### src/rtl/stim_seq.sv
module stim_seq #(
  parameter int NSINK = 4,
  parameter int TW    = 8
) (
  input  logic             clk,
  input  logic             rst_n,
  input  logic             en,
  input  logic             trig,
  input  logic [TW-1:0]    t_phase,
  input  logic [TW-1:0]    t_gap,
  input  logic [TW-1:0]    t_dis,
  output logic             sw_cath,
  output logic             sw_anod,
  output logic             sw_dis,
  output logic [NSINK-1:0] sink_en,
  output logic             busy,
  output logic             overrun
);
  localparam int IW = (NSINK > 1) ? $clog2(NSINK) : 1;
  localparam int CW = TW + $clog2(NSINK + 1);

  typedef enum logic [2:0] {S_IDLE, S_CATH, S_GAP, S_ANOD, S_DIS, S_DEAD} st_t;

  st_t            st, after;
  logic [CW-1:0]  cnt, len_after;
  logic [TW-1:0]  t_r, g_r, d_r;
  logic [IW-1:0]  idx, idx_nx;
  logic           start;

  assign start  = (st == S_IDLE) && en && trig && (t_phase != '0);
  assign idx_nx = (idx == IW'(NSINK - 1)) ? '0 : idx + 1'b1;

  always_comb begin
    case (after)
      S_GAP:   len_after = CW'(g_r);
      S_ANOD:  len_after = CW'(t_r) * CW'(NSINK);
      S_DIS:   len_after = CW'(d_r);
      default: len_after = CW'(1);
    endcase
  end

  always_ff @(posedge clk) begin
    if (!rst_n) begin
      st      <= S_IDLE;
      after   <= S_IDLE;
      cnt     <= '0;
      t_r     <= '0;
      g_r     <= '0;
      d_r     <= '0;
      idx     <= '0;
      overrun <= 1'b0;
    end else begin
      if (trig && st != S_IDLE) overrun <= 1'b1;
      case (st)
        S_IDLE: if (start) begin
          t_r <= t_phase;
          g_r <= t_gap;
          d_r <= t_dis;
          cnt <= CW'(t_phase) - 1'b1;
          st  <= S_CATH;
        end
        S_CATH: if (cnt == '0) begin
          st    <= S_DEAD;
          after <= (g_r != '0) ? S_GAP : S_ANOD;
        end else cnt <= cnt - 1'b1;
        S_GAP: if (cnt == '0) begin
          st    <= S_DEAD;
          after <= S_ANOD;
        end else cnt <= cnt - 1'b1;
        S_ANOD: if (cnt == '0) begin
          st    <= S_DEAD;
          after <= (d_r != '0) ? S_DIS : S_IDLE;
        end else cnt <= cnt - 1'b1;
        S_DIS: if (cnt == '0) begin
          st  <= S_IDLE;
          idx <= idx_nx;
        end else cnt <= cnt - 1'b1;
        S_DEAD: begin
          st  <= after;
          cnt <= len_after - 1'b1;
          if (after == S_IDLE) idx <= idx_nx;
        end
        default: st <= S_IDLE;
      endcase
    end
  end

  assign busy    = (st != S_IDLE);
  assign sw_cath = (st == S_CATH);
  assign sw_anod = (st == S_ANOD);
  assign sw_dis  = (st == S_DIS);
  assign sink_en = sw_cath ? {NSINK{1'b1}} :
                   sw_anod ? (NSINK'(1) << idx) : '0;

  AST_BRIDGE_EXCL: assert property (@(posedge clk) disable iff (!rst_n)
    !(sw_cath && sw_anod));
  AST_DEAD_AFTER_CATH: assert property (@(posedge clk) disable iff (!rst_n)
    $fell(sw_cath) |-> (!sw_anod && !sw_dis && sink_en == '0));
  AST_CATH_ALL: assert property (@(posedge clk) disable iff (!rst_n)
    sw_cath |-> (&sink_en));
  AST_ANOD_ONE: assert property (@(posedge clk) disable iff (!rst_n)
    sw_anod |-> ($countones(sink_en) == 1));
  AST_DIS_NO_SINK: assert property (@(posedge clk) disable iff (!rst_n)
    sw_dis |-> (sink_en == '0 && !sw_cath && !sw_anod));
  AST_OVR_STICKY: assert property (@(posedge clk) disable iff (!rst_n)
    overrun |=> overrun);
  AST_IDLE_QUIET: assert property (@(posedge clk) disable iff (!rst_n)
    !busy |-> (!sw_cath && !sw_anod && !sw_dis && sink_en == '0));
  AST_IDX_HOLD: assert property (@(posedge clk) disable iff (!rst_n)
    (busy && $past(busy)) |-> $stable(idx));
endmodule

### config.mk
export PLATFORM = sky130hd
export DESIGN_NAME = stim_seq
export DESIGN_NICKNAME = d
export VERILOG_FILES = /design/src/rtl/stim_seq.sv
export SDC_FILE = /design/constraint.sdc
export NUM_CORES = 1
export LEC_CHECK = 0
export BUFFER_PORTS_ARGS = -buffer_cell sky130_fd_sc_hd__buf_4
export CORE_MARGIN = 3
export CORE_UTILIZATION = 49
export DETAILED_ROUTE_END_ITERATION = 10
export PLACE_DENSITY = 0.83
export REMOVE_ABC_BUFFERS = 1
export SYNTH_ARGS = -nofsm -noshare
export SYNTH_HDL_FRONTEND = slang
export SYNTH_SLANG_ARGS = --single-unit
### constraint.sdc
create_clock -name clk -period 2.3 [get_ports clk]
set_input_delay 0 -clock clk [delete_from_list [all_inputs] [get_ports clk]]
set_output_delay 0 -clock clk [all_outputs]
set_load 0.02 [all_outputs]
# Word-level counts from Yosys, hierarchy flattened
# Index checks and enable logic that the tools add are counted.
# totals
register_bits	44
output_inout_bits	9
elab_cells	71
# classes
addsub	4
shift	1
reduce_logical	21
n_mux	20
eq_ne	17
# op_table
cell	n
$pmux 11 s3	1
$pmux 10 s3	1
$reduce_bool 8->1	3
$mux 11	2
$sub 11x1->11 const B	2
$mux 3	7
$eq 3x2->1 const B	4
$pmux 3 s4	1
$logic_not 11->1	1
$eq 3x3->1 const B	3
$pmux 3 s3	1
$reduce_and 3->1	3
$reduce_bool 3->1	3
$sub 8x1->9 const B	1
$mux 4	2
$ne 2x1->1 const B	4
$ne 2x2->1 const B	4
$logic_not 3->1	2
$mux 2	3
$logic_and 1x1->1	4
$pmux 2 s2	1
$reduce_and 4->1	1
$reduce_or 4->1	1
$shl 1x2->4 const A	1
other kinds (7)	7

# Depth between registers and ports, before layout
# logic_depth
depth_word	6
depth_mapped	12
ltp_nobuf	10

# Worst setup path before layout
# Ideal clock, no wire load.
# synth_path
kind	reg2reg
start	register st[1]
end	register cnt[10]
path_stages_with_launch	13
setup_time_ns	0.116
setup_slack_ns	-0.006
arrival_ns	2.190
path_cell_list	dfxtp_1 buf_4 and3b_1 buf_2 o21a_1 nand2_1 o21ai_0 ha_1 o21ai_2 a211oi_1 nand4_1 mux2i_1 a31o_2
# synth_between
elab_chain_len	6
elab_cells_between_ends	15
classes_between	eq/ne (7); mux (1); reduce/logical (7)
# synth_lines
element	line	rtl
start: declaration	24	st_t st, after;
start signal: assignment	79	st <= after;
$logic_not 3->1	30, 54	
$logic_and 1x1->1 (3 in series)	30	assign start = (st == S_IDLE) && en && trig && (t_phase != '0);
$ne 2x2->1 (no source line)	-	
$reduce_and 3->1 (no source line)	-	
end signal: assignment	59	cnt <= CW'(t_phase) - 1'b1;
end signal: assignment	65	end else cnt <= cnt - 1'b1;
end signal: assignment	69	end else cnt <= cnt - 1'b1;
end: declaration	25	logic [CW-1:0] cnt, len_after;
# Several ways; a longest one is shown, not always the timed one.
# A chain may end at the register's enable or synchronous reset.

# Worst setup path after layout
# layout_path
start	register after[2]
end	register cnt[4]
# layout_between
elab_chain_len	4
elab_cells_between_ends	6
classes_between	add/sub (1); eq/ne (3); mux (2)
# layout_lines
element	line	rtl
start: declaration	24	
start signal: assignment	64	after <= (g_r != '0) ? S_GAP : S_ANOD;
start signal: assignment	72	after <= (d_r != '0) ? S_DIS : S_IDLE;
$eq 3x3->1 or $eq 3x2->1 (tied branches)	34	case (after)
$pmux 10 s3 *	34	
$sub 11x1->11 *	80	cnt <= len_after - 1'b1;
$pmux 11 s3 *	54	case (st)
end signal: assignment	59	
end signal: assignment	77	end else cnt <= cnt - 1'b1;
end signal: assignment	80	
# Mark *: on every way between the ends. The rest lies on a longest branch, timed or not.

==> reports/results.txt <==
Status -> finished, final reports clean
Die Width -> 81.45 microns
Max-slew headroom at the worst pin -> 58.97%
Post-Syn Instances -> 359
Synth cell types -> 65
Synth Warn # -> 0
Max Root-Sink Buffers -> 2
Placed Cells -> 467
Area of the multi-input gates -> 1764 sq um
First-pass GRT wire length -> 13080 microns
Die Height -> 81.45 microns
Total GRT Usage -> 25.31%
Max VDD drop -> 0.0003204 V
Final ANT Viol Nets -> 0
Starting DRT DRC Count -> 378
Vias -> 2944
DRC viols -> 0
Worst-skew pair later-pin latency -> 0.30 ns
CTS H-tree depth -> 2
Post-synth top area cell -> dfxtp_1
Prevailing post-synth register cell -> dfxtp_1
RSZ-0062 raised after global routing -> yes
Final slew viol count -> 0
# setup viols final -> 0
CP Launch Type -> flop
Min cycle time layout -> 2.181 ns
Leak -> 1.373 nW
Antenna violations before repair -> 0
Ys async rst share -> 0%
Mean area per synthesized cell -> 7.769 sq um
Post-DP HPWL -> 5712 microns
# diodes -> 0
Util after Layout -> 67.06%
Pre-Repair DR Iteration Count -> 6
Most common cell after layout, fill and taps aside -> nand2_1
Design Power -> 2.573 mW
Area delta synth->final -> 27.50%
FILL cells -> 417
Fraction of layout cells with a size suffix above 1 -> 22.95%
Reg2Reg Setup Slack -> 0.12 ns
Transition time of the tightest slew-check pin -> 0.6154 ns
CP Cell Sequence -> nor4bb_2, a31oi_1, nand2_1, o21ai_0, ha_1, o21ai_2, inv_2, a311o_1, a311o_1, a21oi_1
Slowest CP cell -> dfxtp_2
Final wirelength -> 7940 microns
Setup crit end kind -> flop
CTS sink cnt -> 44
Final Non-Filler Cells -> 497
Required @ worst endpoint -> 2.53 ns
Cell mode on critical path -> a311o_1
Power Density -> 723.6 nW/um^2
GPL Wtd Cong -> 0.9391
Io pins -> 37
Nets -> 460
Most area-consuming cells after synthesis -> dfxtp_1, nand2_1, a21oi_1, nor2_1, mux2i_1
Seq/Total Area, Yosys -> 31.58%
Largest net degree at the start of global routing -> 25
Die ar. -> 6633 sq um
Fmax -> 458.5 MHz
Core area -> 5303 sq um
Synthesized area -> 2789 sq um
Number of global-route vias before repair -> 2758
PortBufs -> 36
Setup TNS -> 0 ns
Critical path class -> reg2reg
Share of the synthesized area in the top cell type -> 31.58%
Via/cell ratio -> 5.924
Register clock-pin slew on the reported worst setup and hold paths -> 0.09 ns
Worst Skew -> 0.006503 ns
Critical Path AT -> 2.41 ns
GRT overflow -> 0
Max Cap Violations -> 0
WL/cell -> 15.98 microns
Tcrit/Tclk final -> 94.82%
Placement row count -> 26
Initial Util -> 52.60%
Number of synthesized register bits -> 44
Most frequent cells in the layout -> nand2_1, buf_4, dfxtp_1
Max incr delay on CP -> 0.37 ns
Clock Tree Root -> clkbuf_8
Worst Path Max Fanout -> 8
CTS tree -> yes
Min Hold Slack -> 0.007518 ns
EDFF count, synth -> 0
Register area -> 884.6 sq um
Final hold vios -> 0
CTS buffer count -> 5
Hold Crit Class -> in2reg
what timing repair did:
action / in CTS / in global routing
endpoints found under the setup margin: 2 / 5
endpoints found under the hold margin: 22 / 0
hold buffers: 22 / 0
gates cloned: 0 / 0
pin swaps: 0 / 1
gates resized for setup: 2 / 7
setup buffers: 0 / 0
worst max-delay path, delay by kind of cell, from the launching register on:
kind	cells	cell delay (ns)
AO/OA/AOI/OAI	6	1.06
AND/OR/NAND/NOR	2	0.40
buffers and inverters	1	0.06
flip-flops	1	0.37
adder cells (fa/ha/maj)	1	0.22
registers in the layout, summed over array words and instances (netlist names):
name and flops:
overrun 1, st 3, d_r 8, idx 2, t_r 8, after 3, cnt 11, g_r 8
final cells by class:
type / instances / area share [%]
well taps: 70 / 2.463
clock buffers: 6 / 2.041
flip-flops and latches: 44 / 24.88
clock inverters: 2 / 0.4574
inverters: 14 / 1.478
repair buffers: 83 / 19.07
multi-input cells: 278 / 49.61
per-layer routing:
metal,vias up,track usage [%],routed length [microns]
met5,-,0,0
met4,0,10.64,290
met3,28,4.496,518
met2,145,43.57,3940
met1,1349,30.90,3190
li1,1422,-,-
through the flow:
| step | setup slack (ns) | instance area [sq um] |
|---|---|---|
| after floorplan | -0.2480 | 2668 |
| after global placement | 0.1228 | 3213 |
| after detailed placement | 0.01020 | 3213 |
| after CTS | 0.09256 | 3528 |
| after global routing | -0.06456 | 3556 |
| final | 0.1191 | 3556 |
cell usage after synthesis (3+ instances only):
master    number
clkbuf_1      12
buf_6          3
dfxtp_1       44
nand4_1        3
inv_1         12
mux2i_1       10
mux2_2         5
nor4_1         4
ha_1           6
nor2b_1        4
a21oi_1       34
o21ai_0       14
o22ai_1        3
a31oi_1        4
o21a_1         3
xnor2_1        5
nor2_1        30
xor2_1         5
nor3_1        10
nand2_1       70
o211ai_1       3
nand3_1        8
and3_1         3
a22oi_1        4
buf_2          7
report_power, final:
group | internal (mW) | total, mW | leakage (nW) | switching [mW]
logic | 0.507 | 1.13 | 0.972 | 0.619
clock network | 0.217 | 0.503 | 0.0414 | 0.286
registers | 0.845 | 0.944 | 0.360 | 0.0992
worst paths after layout:
| kind | startpoint | end | cells after the start |
|---|---|---|---|
| worst min register to register | t_r[6]$_SDFFE_PN0P_ | t_r[6]$_SDFFE_PN0P_ | 2 |
| worst min-delay path | t_phase[0] | t_r[0]$_SDFFE_PN0P_ | 3 |
| worst max-delay path | after[2]$_SDFFE_PN0P_ | cnt[4]$_SDFFE_PN0P_ | 10 |
| worst max register to register | after[2]$_SDFFE_PN0P_ | cnt[4]$_SDFFE_PN0P_ | 10 |
cells by family after synthesis:
kind of cell             after synthesis  synth area share [%]
AND/OR/NAND/NOR                      149                 25.89
AO/OA/AOI/OAI                         97                 24.45
flip-flops                            44                 31.58
buffers and inverters                 37                 6.235
multiplexers                          16                 6.012
XOR/XNOR                              10                 3.140
adder cells (fa/ha/maj)                6                 2.692
No activity file was read; power rests on OpenSTA's default activity.
